### config.mk
export PLATFORM = sky130hd
export DESIGN_NAME = rtr_top
export DESIGN_NICKNAME = d
export VERILOG_FILES = /design/src/rtl/rtr_pkg.sv /design/src/rtl/rtr_addr.sv /design/src/rtl/rtr_eval.sv /design/src/rtl/rtr_seq.sv /design/src/rtl/rtr_top.sv
export SDC_FILE = /design/constraint.sdc
export NUM_CORES = 1
export LEC_CHECK = 0
export CELL_PAD_IN_SITES_DETAIL_PLACEMENT = 0
export CELL_PAD_IN_SITES_GLOBAL_PLACEMENT = 1
export CORE_AREA = 8 8 268 270
export CTS_CLUSTER_SIZE = 12
export DETAILED_ROUTE_END_ITERATION = 6
export DIE_AREA = 0 0 276 278
export PLACE_DENSITY = 0.83
export SYNTH_ARGS = -nofsm -noshare
export SYNTH_HDL_FRONTEND = slang
export SYNTH_HIERARCHICAL = 1
export SYNTH_SLANG_ARGS = --single-unit
export TNS_END_PERCENT = 20
### constraint.sdc
create_clock -name clk -period 6.05 [get_ports clk]
set_clock_uncertainty 0.2 [all_clocks]
set_input_delay 0.9075 -clock clk [delete_from_list [all_inputs] [get_ports clk]]
set_output_delay 0.9075 -clock clk [all_outputs]
set_load 0.05 [all_outputs]
### src/rtl/rtr_pkg.sv
package rtr_pkg;
  typedef enum logic [1:0] {W_BASE = 2'd0, W_SPAN = 2'd1, W_PHYS = 2'd2} word_e;
  typedef enum logic [1:0] {S_IDLE = 2'd0, S_REQ = 2'd1, S_WAIT = 2'd2} state_e;
  typedef struct packed {
    logic term;     // start word is zero
    logic below;    // address under the start word
    logic outside;  // address at or past start + span
  } verdict_t;
endpackage

### src/rtl/rtr_addr.sv
module rtr_addr #(
  parameter int AW = 64
) (
  input  logic [AW-1:0]       rec_ptr,
  input  rtr_pkg::word_e      kind,
  output logic [AW-1:0]       word_addr
);
  import rtr_pkg::*;
  localparam int WB = AW / 8;

  function automatic logic [AW-1:0] f_word_offset(input word_e k);
    case (k)
      W_BASE:  return '0;
      W_SPAN:  return AW'(WB);
      default: return AW'(2 * WB);
    endcase
  endfunction

  assign word_addr = rec_ptr + f_word_offset(kind);
endmodule

### src/rtl/rtr_eval.sv
module rtr_eval #(
  parameter int AW = 64
) (
  input  logic [AW-1:0]       data,
  input  logic [AW-1:0]       va,
  input  logic [AW-1:0]       base,
  output rtr_pkg::verdict_t   verdict,
  output logic [AW-1:0]       xlate
);
  import rtr_pkg::*;

  function automatic logic f_below(input logic [AW-1:0] a, input logic [AW-1:0] b);
    return a < b;
  endfunction

  // exclusive upper bound computed one bit wider so the sum cannot wrap
  function automatic logic f_outside(input logic [AW-1:0] a, input logic [AW-1:0] b,
                                     input logic [AW-1:0] span);
    logic [AW:0] lim;
    lim = {1'b0, b} + {1'b0, span};
    return {1'b0, a} >= lim;
  endfunction

  function automatic logic [AW-1:0] f_xlate(input logic [AW-1:0] phys, input logic [AW-1:0] a,
                                            input logic [AW-1:0] b);
    return phys + (a - b);
  endfunction

  always_comb begin
    verdict.term    = (data == '0);
    verdict.below   = f_below(va, data);
    verdict.outside = f_outside(va, base, data);
    xlate           = f_xlate(data, va, base);
  end
endmodule

### src/rtl/rtr_seq.sv
module rtr_seq #(
  parameter int AW      = 64,
  parameter int MAX_REC = 8
) (
  input  logic                clk,
  input  logic                rst_n,
  input  logic                start,
  input  logic [AW-1:0]       va,
  input  logic [AW-1:0]       tbl_base,
  input  logic                rd_valid,
  input  logic [AW-1:0]       rd_data,
  input  rtr_pkg::verdict_t   verdict,
  input  logic [AW-1:0]       xlate,
  output rtr_pkg::word_e      kind,
  output logic [AW-1:0]       rec_ptr,
  output logic [AW-1:0]       va_q,
  output logic [AW-1:0]       base_q,
  output logic                req,
  output logic                busy,
  output logic                done_q,
  output logic                fault_q,
  output logic [AW-1:0]       pa_q
);
  import rtr_pkg::*;
  localparam int STRIDE = 3 * (AW / 8);
  localparam int CW     = $clog2(MAX_REC + 1);
  localparam logic [CW-1:0] LAST = CW'(MAX_REC - 1);

  state_e        st;
  logic [CW-1:0] cnt;

  // named events for assertions
  logic arrive, ev_term, ev_skip, ev_limit, ev_hit, ev_adv, ev_finish;
  assign arrive    = (st == S_WAIT) && rd_valid;
  assign ev_term   = arrive && (kind == W_BASE) && verdict.term;
  assign ev_skip   = arrive && (((kind == W_BASE) && !verdict.term && verdict.below) ||
                                ((kind == W_SPAN) && verdict.outside));
  assign ev_limit  = ev_skip && (cnt == LAST);
  assign ev_hit    = arrive && (kind == W_PHYS);
  assign ev_adv    = arrive && (((kind == W_BASE) && !verdict.term && !verdict.below) ||
                                ((kind == W_SPAN) && !verdict.outside));
  assign ev_finish = ev_term || ev_limit || ev_hit;

  assign req  = (st == S_REQ);
  assign busy = (st != S_IDLE);

  always_ff @(posedge clk) begin
    if (!rst_n) begin
      st      <= S_IDLE;
      kind    <= W_BASE;
      rec_ptr <= '0;
      va_q    <= '0;
      base_q  <= '0;
      cnt     <= '0;
      done_q  <= 1'b0;
      fault_q <= 1'b0;
      pa_q    <= '0;
    end else begin
      done_q <= 1'b0;
      case (st)
        S_IDLE: if (start) begin
          va_q    <= va;
          rec_ptr <= tbl_base;
          kind    <= W_BASE;
          cnt     <= '0;
          st      <= S_REQ;
        end
        S_REQ: st <= S_WAIT;
        S_WAIT: begin
          if (ev_finish) begin
            st      <= S_IDLE;
            done_q  <= 1'b1;
            fault_q <= !ev_hit;
            pa_q    <= ev_hit ? xlate : '0;
          end else if (ev_skip) begin
            cnt     <= cnt + 1'b1;
            rec_ptr <= rec_ptr + AW'(STRIDE);
            kind    <= W_BASE;
            st      <= S_REQ;
          end else if (ev_adv) begin
            if (kind == W_BASE) begin
              base_q <= rd_data;
              kind   <= W_SPAN;
            end else begin
              kind   <= W_PHYS;
            end
            st <= S_REQ;
          end
        end
        default: st <= S_IDLE;
      endcase
    end
  end

  // a request is never followed directly by another
  a_r8_single_read: assert property (@(posedge clk) disable iff (!rst_n)
    req |=> !req);
  // completion is a single-cycle pulse
  a_r9_done_pulse: assert property (@(posedge clk) disable iff (!rst_n)
    done_q |=> !done_q);
  // a terminator record ends with a fault
  a_r2_term_faults: assert property (@(posedge clk) disable iff (!rst_n)
    ev_term |=> done_q && fault_q);
  // a physical word arrival completes without fault
  a_r4_hit_clean: assert property (@(posedge clk) disable iff (!rst_n)
    ev_hit |=> done_q && !fault_q);
  // record counter never passes the limit
  a_r7_count_bound: assert property (@(posedge clk) disable iff (!rst_n)
    cnt <= LAST);
  // a running lookup keeps its own address
  a_r10_va_kept: assert property (@(posedge clk) disable iff (!rst_n)
    busy |=> $stable(va_q));
  // results hold while idle
  a_r9_result_hold: assert property (@(posedge clk) disable iff (!rst_n)
    (st == S_IDLE) |=> $stable(pa_q) && $stable(fault_q));
endmodule

### src/rtl/rtr_top.sv
module rtr_top #(
  parameter int AW      = 64,
  parameter int MAX_REC = 8
) (
  input  logic          clk,
  input  logic          rst_n,
  input  logic          start,
  input  logic [AW-1:0] va,
  input  logic [AW-1:0] tbl_base,
  output logic          busy,
  output logic          done,
  output logic          fault,
  output logic [AW-1:0] pa,
  output logic          rd_req,
  output logic [AW-1:0] rd_addr,
  input  logic          rd_valid,
  input  logic [AW-1:0] rd_data
);
  import rtr_pkg::*;

  word_e         kind;
  verdict_t      verdict;
  logic [AW-1:0] rec_ptr, va_q, base_q, xlate;

  rtr_addr #(.AW(AW)) u_addr (
    .rec_ptr  (rec_ptr),
    .kind     (kind),
    .word_addr(rd_addr)
  );

  rtr_eval #(.AW(AW)) u_eval (
    .data   (rd_data),
    .va     (va_q),
    .base   (base_q),
    .verdict(verdict),
    .xlate  (xlate)
  );

  rtr_seq #(.AW(AW), .MAX_REC(MAX_REC)) u_seq (
    .clk     (clk),
    .rst_n   (rst_n),
    .start   (start),
    .va      (va),
    .tbl_base(tbl_base),
    .rd_valid(rd_valid),
    .rd_data (rd_data),
    .verdict (verdict),
    .xlate   (xlate),
    .kind    (kind),
    .rec_ptr (rec_ptr),
    .va_q    (va_q),
    .base_q  (base_q),
    .req     (rd_req),
    .busy    (busy),
    .done_q  (done),
    .fault_q (fault),
    .pa_q    (pa)
  );

  // quiet outputs in the cycle after reset
  a_r11_reset_quiet: assert property (@(posedge clk)
    !rst_n |=> !busy && !done && !rd_req && !fault && (pa == '0));
endmodule

After elaboration in Yosys (flattened, before gate mapping)
Index checks and enable logic that the tools add are counted.
{"block": "classes", "addsub": 6, "order_cmp": 2, "n_eq_ne": 10, "n_mux": 22, "n_bitwise": 2, "n_reduce_logical": 32}
{"cell": "$mux 64", "n": 4}
{"cell": "$pmux 64 s2", "n": 1}
{"cell": "$add 64x64->65", "n": 1}
{"cell": "$ge 64x65->1", "n": 1}
{"cell": "$add 64x5->64", "n": 1}
{"cell": "$add 64x5->64 const B", "n": 1}
{"cell": "$add 64x64->64", "n": 1}
{"cell": "$logic_not 64->1", "n": 1}
{"cell": "$lt 64x64->1", "n": 1}
{"cell": "$sub 64x64->64", "n": 1}
{"cell": "$mux 2", "n": 9}
{"cell": "$logic_and 1x1->1", "n": 12}
{"cell": "$mux 4", "n": 3}
{"cell": "$pmux 5 s2", "n": 1}
{"cell": "$pmux 4 s2", "n": 1}
{"cell": "$reduce_and 2->1", "n": 4}
{"cell": "$reduce_and 4->1", "n": 2}
{"cell": "$pmux 2 s3", "n": 1}
{"cell": "$reduce_and 5->1", "n": 1}
{"cell": "$add 4x1->4 const B", "n": 1}
{"cell": "$eq 2x1->1 const B", "n": 2}
{"cell": "$eq 2x2->1 const B", "n": 2}
{"cell": "$eq 4x3->1 const B", "n": 1}
{"cell": "$logic_not 1->1", "n": 4}
{"cell": "10 further kinds", "n": 17}
{"block": "word_totals", "regBits": 266, "output_inout_bits": 132}

Longest topological paths before layout
Gate-level depths: netlist (run 1).
{"block": "depth", "word_depth": 11, "mapped_depth": 29}

Cells and area by module
Netlist (run 1), hierarchy kept.
{"mod": "rtr_eval", "n_inst": 1, "cells_per_inst": 1729, "area_each_um2": 12507.0, "seq_area_each_um2": 0.0}
{"mod": "rtr_seq", "n_inst": 1, "cells_per_inst": 1440, "area_each_um2": 11501.0, "seq_area_each_um2": 5325.1}
{"mod": "rtr_addr", "n_inst": 1, "cells_per_inst": 203, "area_each_um2": 1456.4, "seq_area_each_um2": 0.0}

Worst setup path after synthesis (run 1)
No wires, ideal clock.
{"block": "synth_timing", "path_kind": "input to register", "start": "input rd_data[0]", "end": "register u_seq.rec_ptr[23]", "setup_ps": 119, "arrival_time_ps": 6083, "slack_ps": -351, "path_stages": 27, "n_path_buf": 2, "cell_sequence": "ha_1 -> fa_1 -> a211o_1 -> a21oi_1 -> o21ai_2 -> o211ai_1 -> nor4bb_1 -> or4b_4 -> a21oi_2 -> a211o_4 -> a221o_1 -> xnor2_1 -> ha_1 -> nand4_1 -> nor3_1 -> nand4_1 -> o21ai_0 -> a31oi_1 -> a211oi_1 -> o311a_1 -> nand2_1 -> a2111oi_4 -> a21o_2 -> buf_4 -> buf_4 -> a21oi_1 -> o221a_2"}
{"item": "start, declared", "line_no": "rtr_top.sv:17", "source": "input logic [AW-1:0] rd_data"}
{"item": "end signal, assigned", "line_no": "rtr_seq.sv:63", "source": "rec_ptr <= tbl_base;"}
{"item": "end signal, assigned", "line_no": "rtr_seq.sv:77", "source": "rec_ptr <= rec_ptr + AW'(STRIDE);"}
{"item": "end, declared", "line_no": "rtr_seq.sv:15", "source": "output logic [AW-1:0] rec_ptr,"}

==> results of run 1 <==
[through the flow]
step / worst slack [ns] / hold WS (ns) / utilization [%] / total power (W) / instances
floorplan: -0.176 / 0.237 / - / 0.00383 / 3372
global placement: -1.48 / 0.243 / 47.8 / 0.00490 / 4804
detailed placement: -1.53 / 0.253 / 47.8 / 0.00492 / 4804
CTS: -0.205 / 0.261 / 51.0 / 0.00737 / 4896
global route: -0.581 / 0.283 / 51.5 / 0.00777 / 4909
finish: -0.293 / 0.260 / 51.5 / 0.00736 / 4911
[registers in the layout, summed over array words and instances, names as in the netlist]
| signal | count |
|---|---|
| u_seq/base_q | 64 |
| u_seq/pa_q | 64 |
| u_seq/rec_ptr | 64 |
| u_seq/va_q | 64 |
| u_seq/cnt | 4 |
| u_seq/kind | 2 |
| u_seq/st | 2 |
| u_seq/done_q | 1 |
| u_seq/fault_q | 1 |
[synthesized netlist by cell type (8+ instances only)]
cell type / instances
a21oi_1: 339
a22oi_1: 72
buf_1: 14
mux2i_1: 12
xor2_1: 86
o21ai_0: 106
o21a_1: 32
and3_1: 34
nand2_1: 437
dfxtp_1: 266
or3_1: 18
nand2b_1: 25
a211oi_1: 28
nand4_1: 103
nor3_1: 53
inv_1: 307
nor4_1: 52
fa_1: 65
a21o_1: 127
nor2b_1: 35
a31oi_1: 35
o211ai_1: 25
o22ai_1: 14
and4_1: 19
buf_2: 22
or4_1: 8
o2111ai_1: 9
a211o_1: 8
a2111oi_0: 12
ha_1: 259
and2_1: 26
xnor2_1: 93
nor2_1: 207
o31a_1: 10
clkbuf_1: 128
a21boi_0: 9
nand3_1: 88
a41oi_1: 13
o221a_2: 11
a311oi_1: 11
o21bai_1: 20
[power groups by stage]
stage          clock network, W  logic (W)  registers (W)
6_report                0.00229    0.00299        0.00208
5_1_grt                 0.00242    0.00326        0.00209
4_1_cts                 0.00236    0.00294        0.00207
3_5_place_dp                  0    0.00281        0.00211
3_3_place_gp                  0    0.00279        0.00211
2_1_floorplan                 0    0.00181        0.00202
[cells in the final DEF (no fill, tap or decap), drive strengths merged, types with 20 or more instances in the layout]
master / n
and2: 27
a21oi: 340
o21a: 32
nor3: 59
clkbuf: 54
and3: 35
a211oi: 30
fa: 65
nand4: 110
inv: 309
a22oi: 72
o211ai: 25
xnor2: 93
nor2: 207
nor2b: 35
xor2: 86
buf: 436
or3: 20
nand2b: 25
and4: 23
clkdlybuf4s50: 288
a21o: 128
nor4: 60
dlygate4sd2: 28
dfxtp: 266
a31oi: 35
nand2: 437
nand3: 89
ha: 259
o21bai: 20
o21ai: 111
[path summary, 6_finish.rpt]
path                        to  cells past startpoint
max          u_seq/rec_ptr[57]                     30
min           u_seq/rec_ptr[1]                      2
max reg2reg  u_seq/rec_ptr[57]                     28
min reg2reg   u_seq/rec_ptr[1]                      2
[what timing repair did]
action	in CTS	in global routing
setup buffers	23	9
gates cloned	5	3
endpoints found under the setup margin	135	142
gates resized for setup	166	58
pin swaps	60	31
[metal layers]
| metal | vias up | share of wire [%] | track usage [%] |
|---|---|---|---|
| met5 | - | 0.014 | 0 |
| li1 | 13266 | - | - |
| met4 | 2 | 3.6 | 8.70 |
| met3 | 172 | 6.5 | 4.56 |
| met2 | 868 | 47 | 40.4 |
| met1 | 12950 | 43 | 29.3 |
[critical path: cells and delay by family]
| family | cells | cell delay, ns |
|---|---|---|
| AO/OA/AOI/OAI | 16 | 3.13 |
| buffers and inverters | 6 | 1.20 |
| AND/OR/NAND/NOR | 5 | 0.64 |
| adder cells (fa/ha/maj) | 2 | 0.58 |
| XOR/XNOR | 1 | 0.15 |
[logic make-up (layout without fill, tap and decap cells)]
| logic type | count (synthesis) | after routing | synth area share (%) |
|---|---|---|---|
| AOI/OAI and AO/OA | 933 | 933 | 23.9 |
| xor gates and xnor gates | 179 | 179 | 6.16 |
| adders and majority gates | 324 | 324 | 17.8 |
| buffers and inverters | 484 | 1134 | 7.43 |
| DFF | 266 | 266 | 20.9 |
| muxes | 17 | 17 | 0.693 |
| other | 0 | 7 | 0 |
| and+or+nand+nor | 1169 | 1169 | 23.1 |
[layout make-up]
cell class | instances | area [um2] | share of cell area [%]
Clock inverter | 16 | 258 | 0.739
Clock buffer | 49 | 1020 | 2.92
Timing Repair Buffer | 761 | 6780 | 19.4
Tap cell | 882 | 1100 | 3.16
Antenna cell | 7 | 17.5 | 0.0502
Inverter | 308 | 1160 | 3.34
Sequential cell | 266 | 5330 | 15.3
Multi-Input combinational cell | 2622 | 19200 | 55.1
==> results.yml, run 1 <==
global_routing:
  grt_max_degree: 147
  grt_use_total_pct: 23.6
  grt_first_pass_wirelength_um: 148000
  grt_antenna_before_repair: 10
  grt_overflow: 0
  grt_pass1_vias: 26497
routing:
  viasPerCell: 5.55
  drtAntennaViolNets: 0
  totalWireLength_um: 96000
  via_count: 27258
  drcViolationCount: 0
  wire_per_inst_um: 19.6
  first_iter_violations: 2078
  firstDrtPassIters: 5
finish:
  fill_cells: 6675
  final_nets: 4515
  fin_area_um2: 34900
  drive_gt1_share_pct: 17.8
  areaGrowthSynthToFinish_pct: 37.0
floorplan:
  num_io_pins: 328
  dieArea_um2: 76700
  die_width_um: 276
  start_util_pct: 37.6
  die_h_um: 278
  row_count: 96
  coreArea_um2: 67700
clocking:
  cts_tree: "built"
  insertion_delay_ns: 0.58
  cts-root-buf: "clkbuf_16"
  holdBufCountCts: 0
  h-tree-depth: 2
  numCtsBuffers: 36
  clk_path_buf_depth: 3
  clkSlewWorstSetupHoldPaths_ns: 0.06
  cts.sinks: 266
power:
  p_leak_nw: 15.2
  seq_power_share_pct: 28.2
  sw_frac_of_total_pct: 38.5
  internal_power_w: 0.00453
  p_clk_share_pct: 31.2
  cellPowerDensity_nw_per_um2: 211
  vdd_drop_max_uv: 181
  p_sw_w: 0.00284
  power_frac_comb_pct: 40.7
setup_path:
  crit_type: "in2reg"
  end_kind: "flop"
  r2r_slack_ns: -0.19
  r2r_start: "u_seq/base_q[0]"
  worstSetupStartpointType: "input port"
  cpMaxStageDelayCell: "a2111oi_1"
  critPathArrivalTime_ns: 6.61
  crit_fanout: 7
  cp-startpoint: "rd_data[16]"
  slowest_delay_ns: 0.43
  cp.required_ns: 6.32
  worst_path_most_repeated_cell: "buf_4"
sta:
  setup_violations: 132
  relSlewSlack_pct: 20.4
  finalCritPeriodShare_pct: 105
  fmax_mhz: 158
  setup_slack_ns: -0.293
  grt_setup_unrepaired: "yes"
  maxSlewViolCount: 0
  setup_tns_ns: -18.29
  tightest_slew_ns: 1.19
  hold_violations: 0
  min_period_ns: 6.34
synth:
  ys.flop_type: "dfxtp_1"
  async_flop_share_pct: 0
  ys_warn_count: 6
  synth_seq_cells: 266
  synth_top_area_cell: "dfxtp_1"
  yosysSeqAreaShare_pct: 20.9
  syn_area_um2: 25500
  syn_inst: 3372
  ys_types: 105
  synth_edf_count: 0
  yosys-top-cells-area: "dfxtp_1, ha_1, a21oi_1"
  synth_top_area_share_pct: 20.9
  synth_area_per_cell_um2: 7.55
  syn_nets: 3892
placed_design:
  place.gp.congestion: 0.948
  portBuffers: 327
  place_hpwl_um: 73200
  placed_area_um2: 32400
outcome:
  outcome: "complete, but fails checks"
  violations: "setup timing"
hold_path:
  hold_class: "reg2reg"
  hold_path_startpoint: "u_seq/rec_ptr[1]"
run:
  drv_cap: 0
(Power assumes the default switching activity.)
==> inputs of run 2 (changes only) <==
--- a/config.mk
+++ b/config.mk
@@ -8,6 +8,7 @@
 export CELL_PAD_IN_SITES_DETAIL_PLACEMENT = 0
 export CELL_PAD_IN_SITES_GLOBAL_PLACEMENT = 1
 export CORE_AREA = 8 8 268 270
+export CTS_BUF_LIST = sky130_fd_sc_hd__clkbuf_16
 export CTS_CLUSTER_SIZE = 12
 export DETAILED_ROUTE_END_ITERATION = 6
 export DIE_AREA = 0 0 276 278
==> results.yml, run 2 (synthesized netlist as in run 1, its figures left out) <==
routing:
  via_count: 27214
  totalWireLength_um: 95600
  firstDrtPassIters: 6
  wire_per_inst_um: 19.5
  viasPerCell: 5.54
  drcViolationCount: 0
  first_iter_violations: 2096
  drtAntennaViolNets: 0
sta:
  min_period_ns: 6.40
  grt_setup_unrepaired: "yes"
  tightest_slew_ns: 1.18
  hold_violations: 0
  fmax_mhz: 156
  maxSlewViolCount: 0
  finalCritPeriodShare_pct: 106
  setup_violations: 133
  relSlewSlack_pct: 21.1
  setup_tns_ns: -24.24
  setup_slack_ns: -0.350
outcome:
  violations: "setup timing"
  outcome: "complete, but fails checks"
floorplan:
  num_io_pins: 328
  start_util_pct: 37.6
  die_width_um: 276
  die_h_um: 278
  row_count: 96
  dieArea_um2: 76700
  coreArea_um2: 67700
clocking:
  cts_tree: "built"
  cts.sinks: 266
  h-tree-depth: 2
  insertion_delay_ns: 0.58
  clk_path_buf_depth: 3
  clkSlewWorstSetupHoldPaths_ns: 0.06
  cts-root-buf: "clkbuf_16"
  holdBufCountCts: 0
  numCtsBuffers: 36
power:
  cellPowerDensity_nw_per_um2: 208
  vdd_drop_max_uv: 181
  p_leak_nw: 15.2
  total_power_w: 0.00724
global_routing:
  grt_max_degree: 147
  grt_antenna_before_repair: 10
  grt_use_total_pct: 23.6
  grt_first_pass_wirelength_um: 148000
  grt_overflow: 0
  grt_pass1_vias: 26446
setup_path:
  path_buf_inv: 8
  critPathTopFamily: "compound AO/OA/AOI/OAI gates"
  crit_type: "in2reg"
  cpMaxStageDelayCell: "or3_1"
  worst_path_most_repeated_cell: "buf_4"
  cp.required_ns: 6.31
  worstSetupStartpointType: "input port"
  slowest_delay_ns: 0.42
  critPathArrivalTime_ns: 6.66
  crit_fanout: 7
  end_kind: "flop"
placed_design:
  placed_area_um2: 32400
  portBuffers: 327
  place_hpwl_um: 73200
  place.gp.congestion: 0.948
hold_path:
  hold_class: "reg2reg"
finish:
  layout_common_cells: "nand2_1, buf_4, a21oi_1"
  drive_gt1_share_pct: 17.7
  areaGrowthSynthToFinish_pct: 36.6
  fin_area_um2: 34800
  layout_commonest_cell: "nand2_1"
  final_nets: 4515
run:
  drv_cap: 0
[run 2: path summary, 6_finish.rpt]
kind	from	end	slack (ns)	cells past startpoint
worst max-delay path	rd_data[17]	u_seq/rec_ptr[57]	-0.35	32
worst min-delay path	u_seq/rec_ptr[1]	u_seq/rec_ptr[1]	0.26	2
worst max register to register	u_seq/base_q[0]	u_seq/rec_ptr[57]	-0.24	29
worst min register to register	u_seq/rec_ptr[1]	u_seq/rec_ptr[1]	0.26	2
[run 2: power by group]
part	switching [W]	internal (W)	leakage (nW)	total, W
clock network	0.000915	0.00127	0.602	0.00219
registers	0.000221	0.00185	2.16	0.00207
logic	0.00169	0.00129	12.4	0.00298
total	0.00282	0.00442	15.2	0.00724
[run 2: cell type report]
cell class,instances,area (um2)
sequential,266,5330
fill,6668,33000
timing repair buffer,761,6750
clock buffer,36,901
multi-input combinational,2622,19200
antenna,8,20.0
tap,882,1100
clock inverter,29,307
inverter,308,1160
[run 2: layer usage]
| metal | up-vias | wire length [um] | global-route usage (%) |
|---|---|---|---|
| met5 | - | 13 | 0 |
| met4 | 2 | 3390 | 8.58 |
| met3 | 170 | 6350 | 4.56 |
| met2 | 846 | 45200 | 40.4 |
| met1 | 12908 | 40600 | 29.3 |
| li1 | 13288 | - | - |
[run 2: per-stage QoR]
stage                     setup WS [ns]  hold slack [ns]  utilization, %  instances
after floorplan                  -0.176            0.237               -       3372
after global placement            -1.48            0.243            47.8       4804
after detailed placement          -1.53            0.253            47.8       4804
after CTS                        -0.205            0.261            50.9       4896
after global routing             -0.588            0.283            51.3       4909
final                            -0.350            0.260            51.3       4912
[run 2: what timing repair did]
item,4_1_cts,5_1_grt
setup buffers,23,9
resized for setup,166,59
endpoints found under the setup margin,135,142
pin swaps,60,25
cloned,5,2
[run 2: worst register-to-register path: cells and delay by family, from the launching register on]
kind | cells | cell delay [ns]
and+or+nand+nor | 7 | 1.17
buffers and inverters | 4 | 0.62
xor gates and xnor gates | 1 | 0.13
adders and majority gates | 3 | 0.84
AOI/OAI and AO/OA | 14 | 2.89
DFF | 1 | 0.34
